`config.mk`:
```
export PLATFORM = sky130hd
export DESIGN_NAME = bus_handover_arb
export DESIGN_NICKNAME = d
export VERILOG_FILES = /design/src/rtl/rg_arb_pkg.sv /design/src/rtl/rg_line_port.sv /design/src/rtl/rg_prio_pick.sv /design/src/rtl/rg_xfer_fsm.sv /design/src/rtl/bus_handover_arb.sv
export SDC_FILE = /design/constraint.sdc
export NUM_CORES = 1
export LEC_CHECK = 0
export BUFFER_PORTS_ARGS = -buffer_cell sky130_fd_sc_hd__buf_2
export CELL_PAD_IN_SITES_DETAIL_PLACEMENT = 2
export CELL_PAD_IN_SITES_GLOBAL_PLACEMENT = 2
export CORE_AREA = 2 2 39 41
export DETAILED_ROUTE_END_ITERATION = 6
export DIE_AREA = 0 0 41 43
export HOLD_SLACK_MARGIN = 0.08
export PLACE_DENSITY_LB_ADDON = 0.1
export SYNTH_ARGS = -nofsm -noshare
export SYNTH_HDL_FRONTEND = slang
export SYNTH_SLANG_ARGS = --single-unit
```
`constraint.sdc`:
```
create_clock -name clk_i -period 3.2 [get_ports clk_i]
set_clock_uncertainty 0.15 [all_clocks]
set_input_delay 0.16 -clock clk_i [delete_from_list [all_inputs] [get_ports clk_i]]
set_output_delay 0.16 -clock clk_i [all_outputs]
set_load 0.1 [all_outputs]
```
`src/rtl/rg_arb_pkg.sv`:
```
package rg_arb_pkg;

  typedef enum logic [2:0] {
    PH_IDLE = 3'd0,
    PH_T1   = 3'd1,
    PH_T2   = 3'd2,
    PH_T3   = 3'd3,
    PH_T4   = 3'd4,
    PH_TW   = 3'd5
  } bus_phase_e;

  typedef enum logic [1:0] {
    OWN_HOME  = 2'd0,
    OWN_GRANT = 2'd1,
    OWN_HELD  = 2'd2
  } own_state_e;

  // phases in which the bus may be handed over
  function automatic logic grant_window(input logic [2:0] ph);
    return (ph == PH_IDLE) || (ph == PH_T1) || (ph == PH_T4);
  endfunction

endpackage

```
`src/rtl/rg_line_port.sv`:
```
module rg_line_port (
  input  logic clk_i,
  input  logic rst_ni,
  input  logic line_i,
  input  logic owner_i,
  input  logic grant_i,
  output logic req_o,
  output logic rel_o,
  output logic drv_o
);

  logic drv_q;
  logic pend_q;
  logic seen_low;

  // own grant clock is masked: line reads low because we pull it
  assign seen_low = ~line_i & ~drv_q;
  assign rel_o    = seen_low & owner_i;
  assign req_o    = pend_q | (seen_low & ~owner_i);
  assign drv_o    = drv_q;

  always_ff @(posedge clk_i or negedge rst_ni) begin
    if (!rst_ni) begin
      drv_q  <= 1'b0;
      pend_q <= 1'b0;
    end else begin
      drv_q  <= grant_i;
      pend_q <= req_o & ~grant_i;
    end
  end

  assert_pulse_width_R2: assert property (@(posedge clk_i) disable iff (!rst_ni)
    drv_q |=> !drv_q);

  assert_owner_no_pend_R11: assert property (@(posedge clk_i) disable iff (!rst_ni)
    owner_i |-> !pend_q);

endmodule

```
`src/rtl/rg_prio_pick.sv`:
```
module rg_prio_pick #(
  parameter int N  = 2,
  parameter int IW = 1
) (
  input  logic [N-1:0]  req_i,
  output logic          any_o,
  output logic [IW-1:0] idx_o
);

  // lowest index wins
  always_comb begin
    idx_o = '0;
    for (int i = N - 1; i >= 0; i--) begin
      if (req_i[i]) idx_o = IW'(i);
    end
  end

  assign any_o = |req_i;

endmodule

```
`src/rtl/rg_xfer_fsm.sv`:
```
module rg_xfer_fsm
  import rg_arb_pkg::*;
#(
  parameter int N  = 2,
  parameter int IW = 1
) (
  input  logic          clk_i,
  input  logic          rst_ni,
  input  logic          any_req_i,
  input  logic [IW-1:0] pick_i,
  input  logic [2:0]    phase_i,
  input  logic          lock_i,
  input  logic [N-1:0]  rel_i,
  output logic [N-1:0]  grant_o,
  output logic [N-1:0]  owner_o,
  output logic          float_o
);

  own_state_e    st_q, st_d;
  logic [IW-1:0] sel_q, sel_d;
  logic          fire;

  assign fire    = (st_q == OWN_HOME) && any_req_i && grant_window(phase_i) && !lock_i;
  assign grant_o = fire ? (N'(1) << pick_i) : '0;
  assign owner_o = (st_q != OWN_HOME) ? (N'(1) << sel_q) : '0;
  assign float_o = (st_q == OWN_HELD);

  always_comb begin
    st_d  = st_q;
    sel_d = sel_q;
    case (st_q)
      OWN_HOME: begin
        if (fire) begin
          st_d  = OWN_GRANT;
          sel_d = pick_i;
        end
      end
      OWN_GRANT: st_d = OWN_HELD;
      OWN_HELD:  if (rel_i[sel_q]) st_d = OWN_HOME;  // home cycle is the dead clock
      default:   st_d = OWN_HOME;
    endcase
  end

  always_ff @(posedge clk_i or negedge rst_ni) begin
    if (!rst_ni) begin
      st_q  <= OWN_HOME;
      sel_q <= '0;
    end else begin
      st_q  <= st_d;
      sel_q <= sel_d;
    end
  end

  assert_hold_owner_R11: assert property (@(posedge clk_i) disable iff (!rst_ni)
    (float_o && !rel_i[sel_q]) |=> (float_o && $stable(sel_q)));

  assert_no_fire_away_R10: assert property (@(posedge clk_i) disable iff (!rst_ni)
    (st_q != OWN_HOME) |-> (grant_o == '0));

endmodule

```
`src/rtl/bus_handover_arb.sv`:
```
module bus_handover_arb
  import rg_arb_pkg::*;
#(
  parameter int NUM_LINES = 2
) (
  input  logic                 clk_i,
  input  logic                 rst_ni,
  input  logic [NUM_LINES-1:0] line_i,
  output logic [NUM_LINES-1:0] line_drv_o,
  input  logic [2:0]           phase_i,
  input  logic                 lock_i,
  output logic                 float_o
);

  localparam int IW = (NUM_LINES > 1) ? $clog2(NUM_LINES) : 1;

  logic [NUM_LINES-1:0] req_vec;
  logic [NUM_LINES-1:0] rel_vec;
  logic [NUM_LINES-1:0] grant_vec;
  logic [NUM_LINES-1:0] owner_vec;
  logic                 any_req;
  logic [IW-1:0]        pick;
  logic                 win_w;

  assign win_w = grant_window(phase_i);

  for (genvar g = 0; g < NUM_LINES; g++) begin : g_port
    rg_line_port u_port (
      .clk_i   (clk_i),
      .rst_ni  (rst_ni),
      .line_i  (line_i[g]),
      .owner_i (owner_vec[g]),
      .grant_i (grant_vec[g]),
      .req_o   (req_vec[g]),
      .rel_o   (rel_vec[g]),
      .drv_o   (line_drv_o[g])
    );
  end

  rg_prio_pick #(.N(NUM_LINES), .IW(IW)) u_pick (
    .req_i (req_vec),
    .any_o (any_req),
    .idx_o (pick)
  );

  rg_xfer_fsm #(.N(NUM_LINES), .IW(IW)) u_fsm (
    .clk_i     (clk_i),
    .rst_ni    (rst_ni),
    .any_req_i (any_req),
    .pick_i    (pick),
    .phase_i   (phase_i),
    .lock_i    (lock_i),
    .rel_i     (rel_vec),
    .grant_o   (grant_vec),
    .owner_o   (owner_vec),
    .float_o   (float_o)
  );

  assert_one_driver_R10: assert property (@(posedge clk_i) disable iff (!rst_ni)
    $onehot0(line_drv_o));

  assert_float_after_grant_R4: assert property (@(posedge clk_i) disable iff (!rst_ni)
    (|line_drv_o) |=> float_o);

  assert_grant_phase_R3: assert property (@(posedge clk_i) disable iff (!rst_ni)
    (|line_drv_o) |-> $past(win_w));

  assert_no_grant_locked_R8: assert property (@(posedge clk_i) disable iff (!rst_ni)
    lock_i |=> (line_drv_o == '0));

  assert_release_drop_R5: assert property (@(posedge clk_i) disable iff (!rst_ni)
    (float_o && (|rel_vec)) |=> !float_o);

  assert_dead_cycle_R6: assert property (@(posedge clk_i) disable iff (!rst_ni)
    $fell(float_o) |-> (line_drv_o == '0));

  for (genvar p = 1; p < NUM_LINES; p++) begin : g_prio_chk
    assert_prio_R7: assert property (@(posedge clk_i) disable iff (!rst_ni)
      line_drv_o[p] |-> ($past(req_vec[p-1:0]) == '0));
  end

endmodule

```
=== Word level (Yosys, flattened, before mapping) ===
Index checks and enable logic that the tools add are counted.

* Register bits after elaboration: 7
* Input port bits: 8
* Output and inout bits: 3

* Magnitude comparators: 1
* Equal/unequal tests: 6
* Shifts and indexed selects: 2
* Muxes and demuxes: 9
* Bitwise logic cells: 18
* Reductions and logical operators: 12

{| class="wikitable"
|+ Operators by type and width
! operator !! number
|-
| $and 1x1->1 || 8
|-
| $mux 2 || 4
|-
| $not 1->1 || 8
|-
| $pmux 2 s3 || 1
|-
| $mux 1 || 4
|-
| $ne 2x1->1 const B || 2
|-
| $reduce_and 2->1 || 2
|-
| $shl 1x1->2 const A || 2
|-
| $eq 3x1->1 const B || 1
|-
| $eq 3x3->1 const B || 1
|-
| $logic_and 1x1->1 || 3
|-
| $logic_not 3->1 || 1
|-
| $eq 2x1->1 const B || 1
|-
| $eq 2x2->1 const B || 1
|-
| $logic_not 2->1 || 1
|-
| $logic_or 1x1->1 || 2
|-
| $lt 1x2->1 const B || 1
|-
| $or 1x1->1 || 2
|-
| $reduce_bool 2->1 || 1
|-
| $reduce_or 2->1 || 1
|-
| $logic_not 1->1 || 1
|}

=== Longest topological paths before layout ===
Gate-level depths: netlist of the first run.

* Depth in word-level cells: 12
* Depth in mapped cells: 3
* Depth with buffers taken out: 3

=== Cells and area by module ===
Synthesis of the first run repeated with hierarchy kept, for this count alone.

* Cells, all modules: 32
* Area total of the unflattened synthesis: 367.9 µm²

{| class="wikitable"
|+ Modules (own cells, without submodules)
! module !! times used !! cells an instance !! area an instance (µm²) !! sequential area each (µm²)
|-
| rg_xfer_fsm || 1 || 18 || 187.7 || 75.1
|-
| rg_line_port || 2 || 6 || 83.8 || 50.0
|-
| rg_prio_pick || 1 || 2 || 12.5 || 0.0
|}

=== Worst setup path after synthesis of the first run ===
No wires, ideal clock.

* Path kind: register to output
* Start: reg u_fsm.st_q[0]
* End: out float_o
* Arrival time: 975 ps
* Data required time: 2890 ps
* Path slack: 1915 ps
* Stages on the path, launching flop included: 2
* Path buffers: 0
* Path through: dfrtp_1 > and2b_2

* Longest elaborated chain between the ends: 1

{| class="wikitable"
|+ RTL lines
! element !! line !! source
|-
| from (decl) || rg_xfer_fsm.sv:19 || <nowiki>own_state_e st_q, st_d;</nowiki>
|-
| from (signal assigned) || rg_xfer_fsm.sv:49 || <nowiki>st_q <= st_d;</nowiki>
|-
| $eq 2x2->1 || rg_xfer_fsm.sv:26 || <nowiki>assign float_o = (st_q == OWN_HELD);</nowiki>
|-
| to (decl) || bus_handover_arb.sv:12 || <nowiki>output logic float_o</nowiki>
|}

No other way between the ends.

=== Final worst setup path of the first run ===
Ends and elaborated chain as after synthesis.

==> impl_metrics.ini, run 1 <==
[drt]
maxUsedRoutingLayer = met4
routedWlPerCell_um = 12.5
drc = 0
num_vias = 279
viasPerCell = 4.65
ant_nets = 0
met3_length_um = 52
drt_iter0_markers = 0
drt_pre_antenna_iters = 1
wl_met1_um = 299
wl_met2_um = 372
wl_um = 748

[hold_path]
hold_start = phase_i[0]
hold_class = input port to flip-flop

[setup_path]
critPathLaunchType = flip-flop
r2r_start = u_fsm.st_q[1]
cp_data_arrival_time_ns = 1.35
cp_max_fo = 6
endpoint_kind = output pin
critPathLaunch = u_fsm.st_q[0]
critPathRequiredTime_ns = 2.89
critical_path_class = flip-flop to output pin

[logic_synthesis]
syn_nets = 39
synth-main-ff-cell = dfrtp_1
yosys.cell_types.count = 18
synth_commonest_cells = dfrtp_1 (7), nor2_1 (4), a21oi_1 (3), buf_4 (2), nand2_1 (2)
synth-edff-count = 0
syn_area_per_cell_um2 = 11.4
yosysMostFrequentCell = dfrtp_1
synth_top_area_share_pct = 49.6
syn_inst = 31
synthArstFlopShare_pct = 100
synth.area.top_cells = dfrtp_1 (50%), nor4_4 (6.0%), a21oi_4 (4.6%)
yosysWarnings = 0
yosysSeqAreaShare_pct = 49.6
synth_top_area_cell = dfrtp_1
ys_seq_elements = 7
syn_area_um2 = 353

[cts]
clk_pin_slew_worst_paths_ns = 0.06
clkSinkCount = 7
cts_hold_buffers = 1
root_buffer = clkbuf_4
clk_latency_ns = 0.26
htree_levels = 1
cts_buffers = 3
clock_path_buffers = 2
cts_resized = 0
cts_tree = done
cts_setup_buffers = 0

[sta]
final-hold-violation-count = 0
setup_tns_ns = 0
max_clock_freq_ghz = 0.603
post-route-period-util_pct = 51.8
period_minus_slack_ns = 1.66
final_max_slew_viol_count = 0
worstMarginPinSlew_ns = 0.484
relSlewSlack_pct = 68.0
setup_viol = 0
rsz0062_at_grt = no

[run]
maxCapViolCount = 0

[grt]
grt_pass1_vias = 289
grt_start_max_net_pins = 8
grt_pass1_wl_um = 1260
grtUsageTotal_pct = 11.5
antenna_found_initial = 0
overflow = 0

[final_layout]
final_util_pct = 32.2
multiInputGateArea_um2 = 159
drive_above_1_share_pct = 45.5
nFillCells = 160
num-nets-final = 53
regArea_um2 = 175
syn_to_final_growth_pct = 26.2
antenna_cells = 0

[floorplan]
rows = 14
die_h_um = 43
die_w_um = 41
initial_core_util_pct = 25.5
die_area_um2 = 1760
core_um2 = 1380
io_pins = 11

[place]
hpwl_um = 647
portBuffers = 10
gp_congestion = 0.739

[run_status]
status = finished clean

[power]
ir_worst_vdd_uv = 241
p_per_area_nw_per_um2 = 772
power_leakage_uw = 0.000203
[per-layer routing]
layer / GRT usage [%] / vias to the layer above
li1: - / 133
met1: 13.6 / 136
met2: 15.9 / 8
met3: 3.14 / 2
met4: 10.0 / 0
met5: 0 / -
[power breakdown]
part	switching [uW]	internal, uW
registers	26.2	109
clock network	35.2	45.8
logic	84.3	43.1
total	146	198
[critical path, stage by stage, from the launching register on]
cell and delay, ns:
dfrtp_1 0.45, and2b_2 0.24, buf_2 0.41
[cells by family after synthesis]
kind of cell    after synthesis  share of synthesized area (%)
compound gates                9                           20.2
buf+inv                       3                           5.32
flops                         7                           49.6
mux                           1                           3.19
simple gates                 11                           21.6
[area by class of cell]
cell class / instances / area share (%)
Clock buffer: 3 / 5.06
Clock inverter: 1 / 1.12
Inverter: 1 / 0.843
Multi-Input combinational cell: 21 / 35.7
Sequential cell: 7 / 39.3
Tap cell: 16 / 4.49
Timing Repair Buffer: 11 / 13.5
[registers in the layout (all words and copies together) (netlist names)]
| signal | count |
|---|---|
| u_fsm.st_q | 2 |
| u_fsm.sel_q | 1 |
| g_port.u_port.pend_q | 2 |
| g_port.u_port.drv_o | 2 |
[layout by cell type (no fill, tap or decap), types with 2 or more instances in the layout]
cell,instances
a21oi_1,3
buf_2,10
clkbuf_4,3
nor2_1,4
dfrtp_1,7
nand2_1,2
[path summary, 6_finish.rpt]
kind,end,slack [ns],cells after the start
min in group asynchronous,g_port[0].u_port.pend_q,0.11,2
min reg2reg,g_port[0].u_port.pend_q,0.40,2
min,u_fsm.sel_q,0.1,4
max reg2reg,u_fsm.sel_q,1.87,3
max in group asynchronous,u_fsm.st_q[0],2.63,2
max,float_o,1.54,2
[per-stage QoR]
stage | setup slack, ns | area (um2) | std cells | hold slack (ns) | power (uW)
2_1_floorplan | 1.92 | 353 | 31 | -0.286 | 241
4_1_cts | 1.53 | 445 | 60 | 0.0907 | 351
5_1_grt | 1.48 | 445 | 60 | 0.111 | 369
6_report | 1.54 | 445 | 60 | 0.0955 | 344
3_5_place_dp | 1.81 | 408 | 55 | -0.151 | 266
3_3_place_gp | 1.83 | 408 | 55 | -0.150 | 263
(Power assumes the default switching activity.)
==> run 2: changes to the inputs <==
Settings changed: CORE_AREA 2 2 39 41 to not set, CORE_MARGIN set to 2, CORE_UTILIZATION set to 25, DIE_AREA 0 0 41 43 to not set.
Clock period 3.2 ns to 1.4 ns, I/O delays scaled along.
==> impl_metrics.ini, run 2 (synthesis results as in run 1) <==
[setup_path]
path_cells = o21ai_0 -> a21oi_2 -> a21oi_1
r2r_start = u_fsm.st_q[1]
cp_top_family = compound AO/OA/AOI/OAI gates
critPathRequiredTime_ns = 1.42
critPathLaunch = u_fsm.st_q[1]
critical_path_class = flip-flop to flip-flop
cpPeakStageDelay_ns = 0.45
critPathLaunchType = flip-flop
endpoint_kind = flip-flop
cp_data_arrival_time_ns = 1.37
crit_path_top_delay_cell = dfrtp_1
critical_path_buf_inv_count = 0
cp_max_fo = 5

[run_status]
status = finished clean

[power]
ir_worst_vdd_uv = 466
p_per_area_nw_per_um2 = 1780
power_leakage_uw = 0.000206
p_total_uw = 847

[sta]
whs_ns = 0.00859
final_max_slew_viol_count = 0
period_minus_slack_ns = 1.35
max_clock_freq_ghz = 0.741
relSlewSlack_pct = 67.8
post-route-period-util_pct = 96.4
fin_ws_ns = 0.0506
final-hold-violation-count = 0
worstMarginPinSlew_ns = 0.486
setup_viol = 0
rsz0062_at_grt = yes

[final_layout]
antenna_cells = 0
syn_to_final_growth_pct = 34.8
num-nets-final = 54
final_common_cell = buf_2
regArea_um2 = 176
drive_above_1_share_pct = 48.9
nFillCells = 143
layout_common_cells = buf_2 (9), dfrtp_1 (6), nor2_1 (4)
multiInputGateArea_um2 = 165

[cts]
cts_buffers = 3
root_buffer = clkbuf_4
clk_latency_ns = 0.26
htree_levels = 1
cts_hold_buffers = 2
clk_pin_slew_worst_paths_ns = 0.05
clkSinkCount = 7
cts_tree = done
clock_path_buffers = 2

[drt]
maxUsedRoutingLayer = met4
viasPerCell = 4.82
wl_met1_um = 296
num_vias = 289
routedWlPerCell_um = 14.7
drt_pre_antenna_iters = 3
met3_length_um = 43
ant_nets = 0
drt_iter0_markers = 2
drc = 0
wl_met2_um = 520
wl_um = 884

[place]
pre_cts_ws_ns = 0.0545
hpwl_um = 694
gp_congestion = 0.665
portBuffers = 10

[floorplan]
initial_core_util_pct = 26.8
die_area_um2 = 1730
rows = 13
die_w_um = 41.6
core_um2 = 1320
io_pins = 11
die_h_um = 41.6

[grt]
grt_pass1_wl_um = 1390
overflow = 0
grtUsageTotal_pct = 11.2
antenna_found_initial = 0
grt_pass1_vias = 317
grt_start_max_net_pins = 8

[hold_path]
hold_class = input port to flip-flop
hold_start = phase_i[1]

[run]
maxCapViolCount = 0
## run 2: worst paths after layout
path | slack [ns] | cells after the start | to
setup reg to reg | 0.05 | 3 | u_fsm.st_q[0]
setup / recovery | 0.05 | 3 | u_fsm.st_q[0]
min in group asynchronous | 0.63 | 3 | u_fsm.st_q[1]
hold / removal | 0.009 | 4 | u_fsm.st_q[0]
max in group asynchronous | 0.21 | 3 | u_fsm.st_q[0]
hold reg to reg | 0.41 | 2 | g_port[0].u_port.pend_q
## run 2: stage by stage
step | util [%] | instances | instance area [um2] | setup TNS (ns)
final | 36.1 | 60 | 475 | 0
after floorplan | - | 31 | 353 | 0
after CTS | 35.5 | 60 | 468 | 0
after detailed placement | 32.0 | 54 | 422 | 0
after global routing | 36.1 | 60 | 475 | -0.125
after global placement | 32.0 | 54 | 422 | 0
## run 2: power breakdown
part           switching (uW)  internal, uW
Clock                    78.3           109
Sequential               62.1           251
Combinational             213           134
Total                     353           494
## run 2: tightest hold or removal path, cell delays in order
cell	delay [ns]
buf_2	0.10
nor4_4	0.05
nand2_2	0.10
a21oi_1	0.05
## run 2: metal layers
metal  vias to the layer above  global-route usage, %
li1                        136                      -
met1                       142                   9.70
met2                         7                   20.6
met3                         4                   5.65
met4                         0                   5.81
met5                         -                      0
## run 2: cell type report
class                      instances  share of cell area, %
sequential                         7                   37.1
clock buffer                       4                   5.53
timing repair buffer              12                   17.9
multi-input combinational         21                   34.7
tap                               15                   3.95
inverter                           1                  0.789
## run 2: what timing repair did
item	CTS	global route
hold endpoints to repair	11	4
buffers inserted	0	0
gates resized for setup	0	3
endpoints found under the setup margin	0	4
==> run 3: changes to the inputs <==
Settings changed: CORE_UTILIZATION 25 to 27.
Clock period 1.4 ns to 1.55 ns, I/O delays scaled along.
==> impl_metrics.ini, run 3 (synthesis results as in run 1) <==
[run_status]
status = finished clean

[setup_path]
cp_top_family = buffers and inverters
rr_worst_depth = 3
rrSetupSlack_ns = 0.21
critPathLaunchType = input port
critPathRequiredTime_ns = 1.53
endpoint_kind = flip-flop
crit_path_top_delay_cell = dlygate4sd3_1
r2r_end = u_fsm.sel_q
critical_path_class = input port to flip-flop
cp_data_arrival_time_ns = 1.40
r2r_start = u_fsm.st_q[1]
cp_max_fo = 4
path_cells = dlygate4sd3_1 -> buf_2 -> nor4_4 -> nand2_1 -> a2bb2oi_1
critical_path_buf_inv_count = 2
cpPeakStageDelay_ns = 0.54

[drt]
drt_iter0_markers = 0
maxUsedRoutingLayer = met4
wl_met2_um = 437
routedWlPerCell_um = 12.6
met3_length_um = 41
drt_pre_antenna_iters = 1
ant_nets = 0
viasPerCell = 4.61
num_vias = 295
wl_met1_um = 306
drc = 0
wl_um = 808

[grt]
grtUsageTotal_pct = 13.6
antenna_found_initial = 0
overflow = 0
grt_start_max_net_pins = 8
grt_pass1_vias = 313
grt_pass1_wl_um = 1370

[sta]
setup_tns_ns = 0
whs_ns = 0.106
final_max_slew_viol_count = 0
relSlewSlack_pct = 67.9
worstMarginPinSlew_ns = 0.484
period_minus_slack_ns = 1.42
max_clock_freq_ghz = 0.704
rsz0062_at_grt = no
final-hold-violation-count = 0
setup_viol = 0
post-route-period-util_pct = 91.7

[cts]
clock_path_buffers = 2
root_buffer = clkbuf_4
clkSinkCount = 7
cts_setup_buffers = 0
cts_hold_buffers = 6
htree_levels = 1
clk_pin_slew_worst_paths_ns = 0.05
cts_resized = 0
cts_tree = done
clk_latency_ns = 0.25
cts_buffers = 3

[place]
gp_congestion = 0.707
portBuffers = 10
hpwl_um = 647

[power]
p_per_area_nw_per_um2 = 1490
ir_worst_vdd_uv = 497
p_total_uw = 757
power_leakage_uw = 0.000224

[hold_path]
min_path_cells = 4
hold_start = line_i[0]
hold_end = g_port[0].u_port.pend_q
hold_class = input port to flip-flop

[final_layout]
num-nets-final = 58
final_common_cell = buf_2
layout_common_cells = buf_2 (9), dfrtp_1 (7), dlygate4sd3_1 (6)
drive_above_1_share_pct = 38.8
antenna_cells = 0
syn_to_final_growth_pct = 44.0

[run]
maxCapViolCount = 0

[floorplan]
core_um2 = 1250
io_pins = 11
initial_core_util_pct = 28.2
die_area_um2 = 1610
die_w_um = 40.2
die_h_um = 40.2
rows = 13
[run 3: cell types whose count changed in the layout (fill, tap and decap cells not counted)]
cell | previous run | this run
a21oi_2 | 1 | 0
nand2_1 | 1 | 2
a21oi_1 | 2 | 3
dfrtp_1 | 6 | 7
dlygate4sd3_1 | 2 | 6
dfrtp_2 | 1 | 0
nand2_2 | 1 | 0
[run 3: worst max-delay path by stage]
stage / startpoint / end / slack, ns / cells past startpoint
6_report: phase_i[1] / u_fsm.sel_q / 0.13 / 5
5_1_grt: phase_i[1] / u_fsm.sel_q / 0.07 / 5
3_3_place_gp: u_fsm.st_q[0] / u_fsm.st_q[0] / 0.27 / 3
3_5_place_dp: u_fsm.st_q[1] / u_fsm.sel_q / 0.21 / 3
4_1_cts: phase_i[1] / u_fsm.sel_q / 0.14 / 5
2_1_floorplan: u_fsm.st_q[1] / u_fsm.sel_q / 0.33 / 3
[run 3: metal layers]
metal,global-route usage [%],vias to the layer above
li1,-,143
met1,15.1,139
met2,22.2,9
met3,3.33,4
met4,10.3,0
met5,0,-
[run 3: report_power, final]
part	internal, uW	leakage, uW	switching (uW)
Clock	98.4	0.0000150	69.9
Sequential	226	0.0000850	54.5
Combinational	126	0.000124	183
Total	450	0.000224	307
[run 3: area by class of cell]
class,count,area (um2)
Fill cell,138,744
Clock buffer,4,26.3
Multi-Input combinational cell,21,159
Timing Repair Buffer,16,125
Tap cell,15,18.8
Sequential cell,7,175
Inverter,1,3.75
[run 3: metrics by stage]
stage | setup WS, ns | util (%) | std cells | area, um2
2_1_floorplan | 0.333 | - | 31 | 353
3_3_place_gp | 0.274 | 33.7 | 54 | 422
3_5_place_dp | 0.210 | 33.7 | 54 | 422
4_1_cts | 0.137 | 40.6 | 64 | 508
5_1_grt | 0.0685 | 40.6 | 64 | 508
6_report | 0.129 | 40.6 | 64 | 508
[run 3: worst reg2reg max path: stages (launching register included)]
cell	delay (ns)
dfrtp_1	0.45
nor4_4	0.29
nand2_1	0.17
a2bb2oi_1	0.17
